[src/rtl/serframe_pkg.sv]
package serframe_pkg;

   localparam logic [2:0] MODE_OFF  = 3'b000;
   localparam logic [2:0] MODE_SYNC = 3'b001;
   localparam logic [2:0] MODE_A7   = 3'b100;
   localparam logic [2:0] MODE_A8   = 3'b101;
   localparam logic [2:0] MODE_A9   = 3'b110;

   localparam int WORD_W = 9;

   typedef struct packed {
      logic [WORD_W-1:0] raw;
      logic [3:0]        nbits;
      logic              perr;
      logic              ferr;
   } frame_t;

   function automatic logic is_async(input logic [2:0] m);
      return (m == MODE_A7) || (m == MODE_A8) || (m == MODE_A9);
   endfunction

   function automatic logic [3:0] data_bits(input logic [2:0] m);
      case (m)
         MODE_A7: return 4'd7;
         MODE_A9: return 4'd9;
         default: return 4'd8;
      endcase
   endfunction

   // place raw bits into the word: optional order reversal and inversion
   function automatic logic [WORD_W-1:0] shape_word(input logic [WORD_W-1:0] raw,
                                                     input logic [3:0] n,
                                                     input logic rev,
                                                     input logic inv);
      logic [WORD_W-1:0] w;
      w = '0;
      for (int i = 0; i < WORD_W; i++) begin
         if (i < int'(n)) begin
            w[i] = (rev ? raw[int'(n) - 1 - i] : raw[i]) ^ inv;
         end
      end
      return w;
   endfunction

endpackage

[src/rtl/serframe_front.sv]
module serframe_front #(
   parameter int SYNC_STAGES = 2
) (
   input  logic clk,
   input  logic rst_n,
   input  logic rxd,
   input  logic sclk,
   input  logic line_inv,
   input  logic sclk_fall,
   output logic line,
   output logic samp_edge
);

   logic rxd_s;
   logic sclk_s;
   logic sclk_prev;

   generate
      if (SYNC_STAGES == 0) begin : g_nosync
         assign rxd_s  = rxd;
         assign sclk_s = sclk;
      end else begin : g_sync
         logic [SYNC_STAGES-1:0] rx_q;
         logic [SYNC_STAGES-1:0] ck_q;
         always_ff @(posedge clk or negedge rst_n) begin
            if (!rst_n) begin
               rx_q <= '0;
               ck_q <= '0;
            end else begin
               rx_q[0] <= rxd;
               ck_q[0] <= sclk;
               for (int k = 1; k < SYNC_STAGES; k++) begin
                  rx_q[k] <= rx_q[k-1];
                  ck_q[k] <= ck_q[k-1];
               end
            end
         end
         assign rxd_s  = rx_q[SYNC_STAGES-1];
         assign sclk_s = ck_q[SYNC_STAGES-1];
      end
   endgenerate

   always_ff @(posedge clk or negedge rst_n) begin
      if (!rst_n) sclk_prev <= 1'b0;
      else        sclk_prev <= sclk_s;
   end

   assign line      = rxd_s ^ line_inv;
   assign samp_edge = sclk_fall ? (sclk_prev & ~sclk_s) : (~sclk_prev & sclk_s);

endmodule

[src/rtl/serframe_async.sv]
module serframe_async
   import serframe_pkg::*;
#(
   parameter int OVS = 16
) (
   input  logic       clk,
   input  logic       rst_n,
   input  logic       en,
   input  logic       tick,
   input  logic       line,
   input  logic [3:0] nbits,
   input  logic       par_en,
   input  logic       par_odd,
   input  logic       two_stop,
   output logic       done,
   output frame_t     frame
);

   localparam int          CW   = $clog2(OVS);
   localparam logic [CW-1:0] MID  = CW'(OVS / 2 - 1);
   localparam logic [CW-1:0] LAST = CW'(OVS - 1);

   typedef enum logic [1:0] {A_IDLE, A_START, A_BITS, A_STOP2} ast_e;

   ast_e              st;
   logic [CW-1:0]     cnt;
   logic [3:0]        idx;
   logic [WORD_W-1:0] raw;
   logic              acc;
   logic              prev;
   logic [3:0]        stop_idx;
   logic              bit_pt;

   assign stop_idx = nbits + {3'b000, par_en};
   assign bit_pt   = tick && (st == A_BITS) && (cnt == LAST);
   assign done     = en && bit_pt && (idx == stop_idx);

   always_comb begin
      frame.raw   = raw;
      frame.nbits = nbits;
      frame.perr  = par_en && (acc != par_odd);
      frame.ferr  = !line;
   end

   always_ff @(posedge clk or negedge rst_n) begin
      if (!rst_n) begin
         st   <= A_IDLE;
         cnt  <= '0;
         idx  <= '0;
         raw  <= '0;
         acc  <= 1'b0;
         prev <= 1'b0;
      end else begin
         if (tick) prev <= line;
         if (!en) begin
            st  <= A_IDLE;
            cnt <= '0;
         end else if (tick) begin
            case (st)
               A_IDLE: begin
                  if (prev && !line) begin
                     st  <= A_START;
                     cnt <= '0;
                  end
               end
               A_START: begin
                  if (cnt == MID) begin
                     cnt <= '0;
                     if (!line) begin
                        st  <= A_BITS;
                        idx <= '0;
                        raw <= '0;
                        acc <= 1'b0;
                     end else begin
                        st <= A_IDLE;
                     end
                  end else begin
                     cnt <= cnt + 1'b1;
                  end
               end
               A_BITS: begin
                  if (cnt == LAST) begin
                     cnt <= '0;
                     idx <= idx + 1'b1;
                     if (idx < nbits) begin
                        raw[idx] <= line;
                        acc      <= acc ^ line;
                     end else if (idx != stop_idx) begin
                        acc <= acc ^ line;
                     end else begin
                        st <= two_stop ? A_STOP2 : A_IDLE;
                     end
                  end else begin
                     cnt <= cnt + 1'b1;
                  end
               end
               A_STOP2: begin
                  if (cnt == LAST) st <= A_IDLE;
                  else             cnt <= cnt + 1'b1;
               end
               default: st <= A_IDLE;
            endcase
         end
      end
   end

endmodule

[src/rtl/serframe_sync.sv]
module serframe_sync
   import serframe_pkg::*;
(
   input  logic   clk,
   input  logic   rst_n,
   input  logic   en,
   input  logic   edge_i,
   input  logic   line,
   output logic   done,
   output frame_t frame
);

   logic [2:0] cnt;
   logic [6:0] raw;

   assign done = en && edge_i && (cnt == 3'd7);

   always_comb begin
      frame.raw   = {1'b0, line, raw};
      frame.nbits = 4'd8;
      frame.perr  = 1'b0;
      frame.ferr  = 1'b0;
   end

   always_ff @(posedge clk or negedge rst_n) begin
      if (!rst_n) begin
         cnt <= '0;
         raw <= '0;
      end else if (!en) begin
         cnt <= '0;
      end else if (edge_i) begin
         if (cnt != 3'd7) raw[cnt] <= line;
         cnt <= cnt + 1'b1;
      end
   end

endmodule

[src/rtl/serframe_buf.sv]
module serframe_buf
   import serframe_pkg::*;
(
   input  logic              clk,
   input  logic              rst_n,
   input  logic              a_done,
   input  frame_t            a_frame,
   input  logic              s_done,
   input  frame_t            s_frame,
   input  logic              msb_first,
   input  logic              data_inv,
   input  logic              rd_ack,
   input  logic              rts_en,
   input  logic              port_on,
   output logic [WORD_W-1:0] rx_word,
   output logic              rx_valid,
   output logic              err_parity,
   output logic              err_frame,
   output logic              err_overrun,
   output logic              rts_n
);

   frame_t f_sel;
   logic   full;

   assign f_sel = a_done ? a_frame : s_frame;

   always_ff @(posedge clk or negedge rst_n) begin
      if (!rst_n) begin
         rx_word     <= '0;
         rx_valid    <= 1'b0;
         err_parity  <= 1'b0;
         err_frame   <= 1'b0;
         err_overrun <= 1'b0;
         full        <= 1'b0;
      end else begin
         rx_valid <= 1'b0;
         if (a_done || s_done) begin
            rx_word     <= shape_word(f_sel.raw, f_sel.nbits, msb_first, data_inv);
            err_parity  <= f_sel.perr;
            err_frame   <= f_sel.ferr;
            err_overrun <= full && !rd_ack;
            full        <= 1'b1;
            rx_valid    <= 1'b1;
         end else if (rd_ack) begin
            full <= 1'b0;
         end
      end
   end

   assign rts_n = rts_en ? (full | ~port_on) : 1'b0;

endmodule

[src/rtl/serframe_rx.sv]
module serframe_rx
   import serframe_pkg::*;
#(
   parameter int SYNC_STAGES = 2,
   parameter int OVS         = 16
) (
   input  logic       clk,
   input  logic       rst_n,
   input  logic [2:0] mode_sel,
   input  logic       par_en,
   input  logic       par_odd,
   input  logic       two_stop,
   input  logic       line_inv,
   input  logic       data_inv,
   input  logic       msb_first,
   input  logic       sclk_fall,
   input  logic       rts_en,
   input  logic       tick16,
   input  logic       rxd,
   input  logic       sclk,
   input  logic       rd_ack,
   output logic [8:0] rx_word,
   output logic       rx_valid,
   output logic       err_parity,
   output logic       err_frame,
   output logic       err_overrun,
   output logic       rts_n
);

   generate
      if (OVS < 4 || (OVS & (OVS - 1)) != 0) begin : g_bad_ovs
         $error("serframe_rx: OVS must be a power of two of at least 4");
      end
      if (SYNC_STAGES < 0 || SYNC_STAGES > 4) begin : g_bad_sync
         $error("serframe_rx: SYNC_STAGES must be 0 to 4");
      end
   endgenerate

   logic   line;
   logic   samp_edge;
   logic   a_en, s_en, port_on;
   logic   a_done, s_done;
   frame_t a_frame, s_frame;

   assign a_en    = is_async(mode_sel);
   assign s_en    = (mode_sel == MODE_SYNC);
   assign port_on = a_en | s_en;

   serframe_front #(.SYNC_STAGES(SYNC_STAGES)) u_front (
      .clk       (clk),
      .rst_n     (rst_n),
      .rxd       (rxd),
      .sclk      (sclk),
      .line_inv  (line_inv),
      .sclk_fall (sclk_fall),
      .line      (line),
      .samp_edge (samp_edge)
   );

   serframe_async #(.OVS(OVS)) u_async (
      .clk      (clk),
      .rst_n    (rst_n),
      .en       (a_en),
      .tick     (tick16),
      .line     (line),
      .nbits    (data_bits(mode_sel)),
      .par_en   (par_en),
      .par_odd  (par_odd),
      .two_stop (two_stop),
      .done     (a_done),
      .frame    (a_frame)
   );

   serframe_sync u_sync (
      .clk    (clk),
      .rst_n  (rst_n),
      .en     (s_en),
      .edge_i (samp_edge),
      .line   (line),
      .done   (s_done),
      .frame  (s_frame)
   );

   serframe_buf u_buf (
      .clk         (clk),
      .rst_n       (rst_n),
      .a_done      (a_done),
      .a_frame     (a_frame),
      .s_done      (s_done),
      .s_frame     (s_frame),
      .msb_first   (msb_first),
      .data_inv    (data_inv),
      .rd_ack      (rd_ack),
      .rts_en      (rts_en),
      .port_on     (port_on),
      .rx_word     (rx_word),
      .rx_valid    (rx_valid),
      .err_parity  (err_parity),
      .err_frame   (err_frame),
      .err_overrun (err_overrun),
      .rts_n       (rts_n)
   );

endmodule

[config.mk]
export PLATFORM = sky130hd
export DESIGN_NAME = serframe_rx
export DESIGN_NICKNAME = d
export VERILOG_FILES = /design/src/rtl/serframe_pkg.sv /design/src/rtl/serframe_front.sv /design/src/rtl/serframe_async.sv /design/src/rtl/serframe_sync.sv /design/src/rtl/serframe_buf.sv /design/src/rtl/serframe_rx.sv
export SDC_FILE = /design/constraint.sdc
export NUM_CORES = 1
export LEC_CHECK = 0
export ABC_AREA = 1
export BUFFER_PORTS_ARGS = -buffer_cell sky130_fd_sc_hd__buf_4
export CAP_MARGIN = 40
export CORE_MARGIN = 4
export CORE_UTILIZATION = 35
export DETAILED_ROUTE_END_ITERATION = 7
export PLACE_DENSITY = 0.62
export SYNTH_ARGS = -nofsm -noshare
export SYNTH_HDL_FRONTEND = slang
export SYNTH_SLANG_ARGS = --single-unit
[constraint.sdc]
create_clock -name clk -period 8.1 [get_ports clk]
set_clock_uncertainty 0.1 [all_clocks]
set_input_delay 0.405 -clock clk [delete_from_list [all_inputs] [get_ports clk]]
set_output_delay 0.405 -clock clk [all_outputs]
set_load 0.05 [all_outputs]
==> results of run 1 <==
-- through the flow --
step                      std cells  setup WS [ns]
final                           670           4.08
after global routing            670           3.65
after CTS                       670           4.14
after detailed placement        662           4.17
after global placement          662           4.31
after floorplan                 506           4.85
-- state kept, by name, indices dropped and copies added (netlist names) --
| register | flops |
|---|---|
| u_async.prev | 1 |
| u_buf.full | 1 |
| u_async.st | 2 |
| u_front.g_sync.ck_q | 2 |
| u_async.idx | 4 |
| u_sync.raw | 7 |
| u_sync.cnt | 3 |
| u_front.sclk_prev | 1 |
| u_buf.err_parity | 1 |
| u_buf.err_overrun | 1 |
| u_buf.rx_valid | 1 |
| u_buf.rx_word | 9 |
| u_buf.err_frame | 1 |
| u_async.raw | 9 |
| u_front.g_sync.rx_q | 2 |
| u_async.acc | 1 |
| u_async.cnt | 4 |
-- routing by layer --
layer,global-route usage [%],vias up
met4,4.36,0
met3,2.64,14
li1,-,1708
met1,21.3,1537
met2,25.4,82
met5,0,-
-- worst max-delay path by stage --
stage	from	endpoint	slack, ns	cells after the start
floorplan	mode_sel[2]	u_buf.rx_word[4]	4.85	20
global placement	u_async.st[0]	u_buf.rx_word[8]	4.31	17
detailed placement	u_async.st[0]	u_buf.rx_word[8]	4.17	17
CTS	u_async.st[0]	u_buf.rx_word[8]	4.14	17
global route	u_async.st[0]	u_buf.rx_word[4]	3.65	17
finish	u_async.st[0]	u_buf.rx_word[4]	4.08	17
-- power groups by stage --
stage	logic [uW]	clock network, uW	registers, uW
2_1_floorplan	132	0	297
3_3_place_gp	176	0	303
3_5_place_dp	180	0	304
4_1_cts	181	199	299
5_1_grt	208	207	302
6_report	181	193	299
-- layout make-up --
cell class                 instances  area, sq um  area share, %
timing repair buffer              31          233           5.68
clock buffer                       6         82.6           2.02
clock inverter                     2         38.8          0.947
inverter                          79          299           7.30
tap                              133          166           4.06
sequential                        50         1250           30.5
multi-input combinational        369         2030           49.5
-- synth_stat cells, types with 2 or more instances --
cell type | n | area, sq um
xnor2_1 | 2 | 17.5
nor2_1 | 30 | 113
xor2_1 | 3 | 26.3
nor2_8 | 3 | 60.1
a31oi_1 | 5 | 31.3
nor3_1 | 9 | 45.0
nand3_1 | 56 | 280
o21ai_2 | 2 | 17.5
a21oi_1 | 25 | 125
ha_1 | 22 | 275
nand4_1 | 3 | 18.8
o22ai_1 | 9 | 56.3
nand3b_1 | 2 | 15.0
o31ai_1 | 4 | 30.0
nand3_2 | 5 | 50.1
inv_1 | 70 | 263
dfrtp_1 | 50 | 1250
nand2_4 | 2 | 22.5
clkbuf_1 | 4 | 15.0
o21ai_1 | 2 | 10.0
clkinv_1 | 3 | 11.3
nand2_2 | 9 | 56.3
nand2_1 | 132 | 495
o21ai_0 | 30 | 150
nor2_2 | 2 | 12.5
inv_2 | 5 | 18.8
buf_2 | 3 | 15.0
-- logic make-up after synthesis --
kind of cell | Yosys count | synth area share, %
buf+inv | 87 | 9.41
fa+ha+maj | 22 | 7.61
compound gates | 82 | 12.7
simple gates | 260 | 34.5
flops | 50 | 34.6
xor+xnor | 5 | 1.21
-- worst reg2reg max path, cell delays in order, from the launching register on --
cell,delay [ns]
dfrtp_1,0.43
inv_1,0.12
ha_1,0.57
nand2_1,0.23
nor2_1,0.32
nand4_4,0.20
nor2_2,0.36
inv_2,0.13
ha_1,0.44
inv_1,0.16
nor3_1,0.35
o21ai_0,0.12
nand2_1,0.08
nand2_1,0.06
nand2_1,0.07
nand2_1,0.05
nand3_1,0.06
nand2_1,0.05
==> impl_metrics.csv, run 1 <==
group,metric,value,unit
synthesis,ys_async_sr_fraction,100,%
clock_tree,clock_latency,0.31,ns
setup_path,crit_chain,"inv_1, ha_1, nand2_1, nor2_1, nand4_4, nor2_2, inv_2, ha_1, inv_1, nor3_1, o21ai_0, nand2_1, nand2_1, nand2_1, nand2_1, nand3_1, nand2_1",
synthesis,ys.flop_type,"dfrtp_1",
global_route,grt_usage,15.6,%
floorplan,initial_utilization,36.5,%
clock_tree,cts-root-buf,"clkbuf_8",
setup_path,worstPathMaxFanout,18,
synthesis,yosys_register_bits,50,
global_route,grt_pass1_vias,3182,
placement,dp_hpwl,6870,um
pwr,pwr-share-clk,28.7,%
setup_path,cp_num_buf_inv,3,
timing,min_period_over_period,49.6,%
floorplan,die_area,12000,sq um
route,top_layer_used,"met4",
placement,gp_congestion,0.940,
setup_path,slowest_delay,0.57,ns
route,wl_met2,4070,um
clock_tree,cts_buffers,5,
floorplan,die_x,110,um
synthesis,syn_inst,506,
setup_path,cp_slowest_cell,"ha_1",
route,vias_per_cell,4.99,
global_route,grt_max_degree,51,
pwr,seqPwrFrac,44.5,%
pwr,power,673,uW
setup_path,path_common_cell,"nand2_1",
clock_tree,clk_path_buf_depth,2,
floorplan,ios,31,
setup_path,crit_type,"reg2reg",
setup_path,cp_top_family,"simple AND/OR/NAND/NOR gates",
clock_tree,cts_max_level,2,
finish,drive_gt1_share,13.8,%
timing,rsz0062_at_grt,"false",
hold_path,hold_class,"in2async",
timing,drv_slew,0,
timing,whs,0.00583,ns
clock_tree,cts_tree,"yes",
floorplan,fp.coreArea,9910,sq um
global_route,grt_pass1_wl,15100,um
finish,mostFrequentLayoutCells,"132 x nand2_1, 70 x inv_1, 56 x nand3_1",
route,first_pass_iters,5,
route,drc,0,
placement,dpl_cell_area,3980,sq um
synthesis,syn-num-nets,545,
route,post_drt_wl_per_cell,13.3,um
timing,setup_viol,0,
setup_path,cp-start-kind,"flip-flop",
route,route.met3.wl,410,um
finish,fin_util,41.3,%
pwr,swShare,34.9,%
synthesis,synth_cell_type_count,41,
pwr,irDropWorstVdd,0.0000734,V
finish,areaGrowthSynthToFinish,13.2,%
run,maxCapViolCount,0,
placement,port_buffers,30,
finish,n_fill_cell,1050,
setup_path,r2r_end,"u_buf.rx_word[4]",
synthesis,netlist_area,3620,sq um
clock_tree,holdBufCountCts,0,
pwr,p_leak,0.00211,uW
synthesis,synth_edf_count,0,
clock_tree,postCtsSetupBuffers,0,
timing,period_minus_slack,4.02,ns
finish,fin_nets,575,
setup_path,timing.rr.start,"u_async.st[0]",
outcome,status,"complete, no violations",
global_route,grt-ovfl-total,0,
finish,mostFrequentLayoutCell,"nand2_1",
timing,hold_violations,0,
route,finalWirelength,8920,um
synthesis,ys_seq_area_share,34.6,%
synthesis,synth.avg_cell_area,7.15,sq um
route,antenna_left,0,
timing,slew_headroom,56.0,%
finish,fin_area,4100,sq um
floorplan,die_h,110,um
clock_tree,cts_sinks,50,
setup_path,r2r_cells,17,
synthesis,yosysWarnings,0,
pwr,power_frac_comb,26.9,%
timing,fmax,249,MHz
setup_path,r2r_slack,4.08,ns
route,vias,3341,
floorplan,rows,36,
pwr,p_int,438,uW
pwr,power.density,164,nW/um^2
route,m1WireLength,4270,um
timing,worst_pin_slew,0.661,ns
clock_tree,postCtsResizedCells,0,
route,drt_iter0_markers,137,
setup_path,worst_setup_path_end_kind,"flip-flop",
finish,insertedDiodeCount,0,
timing,setup_tns,0,ns
global_route,antenna_found_initial,0,
pwr,switchingPower,235,uW
setup_path,required,8.19,ns
setup_path,cp.arrival,4.11,ns
clock_tree,clk_pin_slew,0.11,ns
No activity file was read; power rests on OpenSTA's default activity.
==> run 2: changes to the inputs <==
==> constraint.sdc (replaced) <==
create_clock -name clk -period 4.15 [get_ports clk]
set_clock_uncertainty 0.1 [all_clocks]
set_input_delay 0.2075 -clock clk [delete_from_list [all_inputs] [get_ports clk]]
set_output_delay 0.2075 -clock clk [all_outputs]
set_load 0.05 [all_outputs]
==> run 2 against run 1 <==
Global-route usage up 0.18 points. Count of clock-buffer cells in the layout fell by 1. Maximum frequency grew 14%. Combinational power is 96% higher. Via count rose by 0.75%. Total power increased by 94%. Critical path type unchanged. Critical endpoint unchanged. Largest power group unchanged.
==> impl_metrics.csv, run 2 (synthesis results as in run 1) <==
group,metric,value,unit
outcome,status,"complete, no violations",
global_route,antenna_found_initial,0,
pwr,p_leak,0.00213,uW
clock_tree,postCtsSetupBuffers,0,
global_route,grt_util_met1,21.4,%
route,vias,3366,
floorplan,die_h,110,um
run,maxCapViolCount,0,
floorplan,die_x,110,um
finish,largestRegisters,"u_async.raw: 9 flops, u_buf.rx_word: 9 flops, u_sync.raw: 7 flops",
timing,drv_slew,0,
pwr,p_int,843,uW
clock_tree,cts_max_level,2,
global_route,grt-ovfl-total,0,
route,first_pass_iters,5,
timing,period_minus_slack,3.53,ns
floorplan,die_area,12000,sq um
clock_tree,cts_tree,"yes",
setup_path,cp-start-kind,"flip-flop",
finish,insertedDiodeCount,0,
timing,rsz0062_at_grt,"false",
global_route,grt_pass1_vias,3201,
clock_tree,clk_pin_slew,0.11,ns
floorplan,fp.coreArea,9910,sq um
global_route,grt_pass1_wl,15200,um
route,post_drt_wl_per_cell,13.2,um
pwr,irDropWorstVdd,0.000144,V
clock_tree,cts-root-buf,"clkbuf_8",
clock_tree,cts_sinks,50,
pwr,pwr-share-clk,28.2,%
global_route,grt_busiest_layer,"met2",
timing,min_period_over_period,85.1,%
finish,drive_gt1_share,13.8,%
timing,hold_violations,0,
pwr,switchingPower,463,uW
route,antenna_left,0,
pwr,power_frac_comb,27.1,%
setup_path,cp.arrival,3.65,ns
global_route,grt_usage,15.7,%
route,drc,0,
finish,areaGrowthSynthToFinish,14.7,%
setup_path,crit_type,"reg2reg",
timing,slew_headroom,57.4,%
clock_tree,clk_path_buf_depth,2,
placement,dp_hpwl,6920,um
route,drt_iter0_markers,150,
floorplan,ios,31,
placement,gp_congestion,0.913,
floorplan,rows,36,
pwr,swShare,35.5,%
setup_path,worstPathMaxFanout,9,
global_route,use_met3,2.76,%
setup_path,required,4.27,ns
finish,fin_nets,581,
pwr,power.density,315,nW/um^2
timing,whs,0.101,ns
floorplan,initial_utilization,36.5,%
finish,mostFrequentLayoutCells,"132 x nand2_1, 70 x inv_1, 56 x nand3_1",
route,vias_per_cell,4.98,
timing,setup_tns,0,ns
timing,setup_viol,0,
placement,place_inst,663,
placement,port_buffers,30,
clock_tree,cts_buffers,5,
global_route,grt_max_degree,51,
hold_path,hold_class,"in2reg",
finish,mostFrequentLayoutCell,"nand2_1",
pwr,seqPwrFrac,44.7,%
timing,worst_pin_slew,0.640,ns
global_route,use_met2,26.2,%
route,finalWirelength,8930,um
timing,fmax,283,MHz
clock_tree,clock_latency,0.31,ns
setup_path,worst_setup_path_end_kind,"flip-flop",
finish,instances_no_fill,676,
[run 2: worst paths after layout]
| kind | startpoint | end | slack [ns] | cells after the start |
|---|---|---|---|---|
| setup / recovery | u_async.st[0] | u_buf.rx_word[4] | 0.62 | 17 |
| min in group asynchronous | rst_n | u_async.raw[3] | 0.36 | 2 |
| hold reg to reg | u_front.g_sync.rx_q[0] | u_front.g_sync.rx_q[1] | 0.26 | 0 |
| max in group asynchronous | rst_n | u_async.raw[1] | 3.17 | 2 |
| setup reg to reg | u_async.st[0] | u_buf.rx_word[4] | 0.62 | 17 |
| hold / removal | par_odd | u_buf.err_parity | 0.10 | 3 |
[run 2: final cells by class]
type | count | area (sq um)
timing repair buffer | 37 | 290
inverter | 79 | 299
fill | 1049 | 5760
clock inverter | 3 | 48.8
sequential | 50 | 1250
clock buffer | 5 | 68.8
multi-input combinational | 369 | 2030
tap | 133 | 166
[run 2: what timing repair did]
item,in CTS,in global routing
endpoints found under the setup margin,0,0
endpoints found under the hold margin,55,0
resized for setup,0,0
hold buffers,5,0
[run 2: metrics by stage]
| stage | util [%] | total power (uW) | setup slack [ns] | cell area, sq um |
|---|---|---|---|---|
| 2_1_floorplan | - | 838 | 1.06 | 3620 |
| 3_3_place_gp | 40.2 | 936 | 0.649 | 3980 |
| 3_5_place_dp | 40.2 | 944 | 0.481 | 3980 |
| 4_1_cts | 41.9 | 1320 | 0.701 | 4150 |
| 5_1_grt | 41.9 | 1400 | 0.347 | 4150 |
| 6_report | 41.9 | 1310 | 0.620 | 4150 |
[run 2: metal layers]
metal,up-vias,routed length [um],share of wire (%)
li1,1718,-,-
met1,1542,4140,46
met2,92,4170,47
met3,14,477,5.3
met4,0,141,1.6
met5,-,0,0
[run 2: critical path, stage by stage, from the launching register on]
cell	delay, ns
dfrtp_1	0.43
inv_1	0.12
ha_1	0.17
nand2_1	0.10
nor2_1	0.34
nand4_4	0.19
nor2_2	0.36
inv_2	0.14
ha_1	0.45
inv_1	0.17
nor3_1	0.36
o21ai_0	0.13
nand2_1	0.08
nand2_1	0.06
nand2_1	0.06
nand2_1	0.05
nand3_1	0.06
nand2_1	0.05
[run 2: power by group through the flow]
stage	Combinational, uW	Clock (uW)	Sequential (uW)
2_1_floorplan	259	0	579
3_3_place_gp	345	0	591
3_5_place_dp	350	0	593
4_1_cts	357	378	584
5_1_grt	409	399	592
6_report	354	368	584
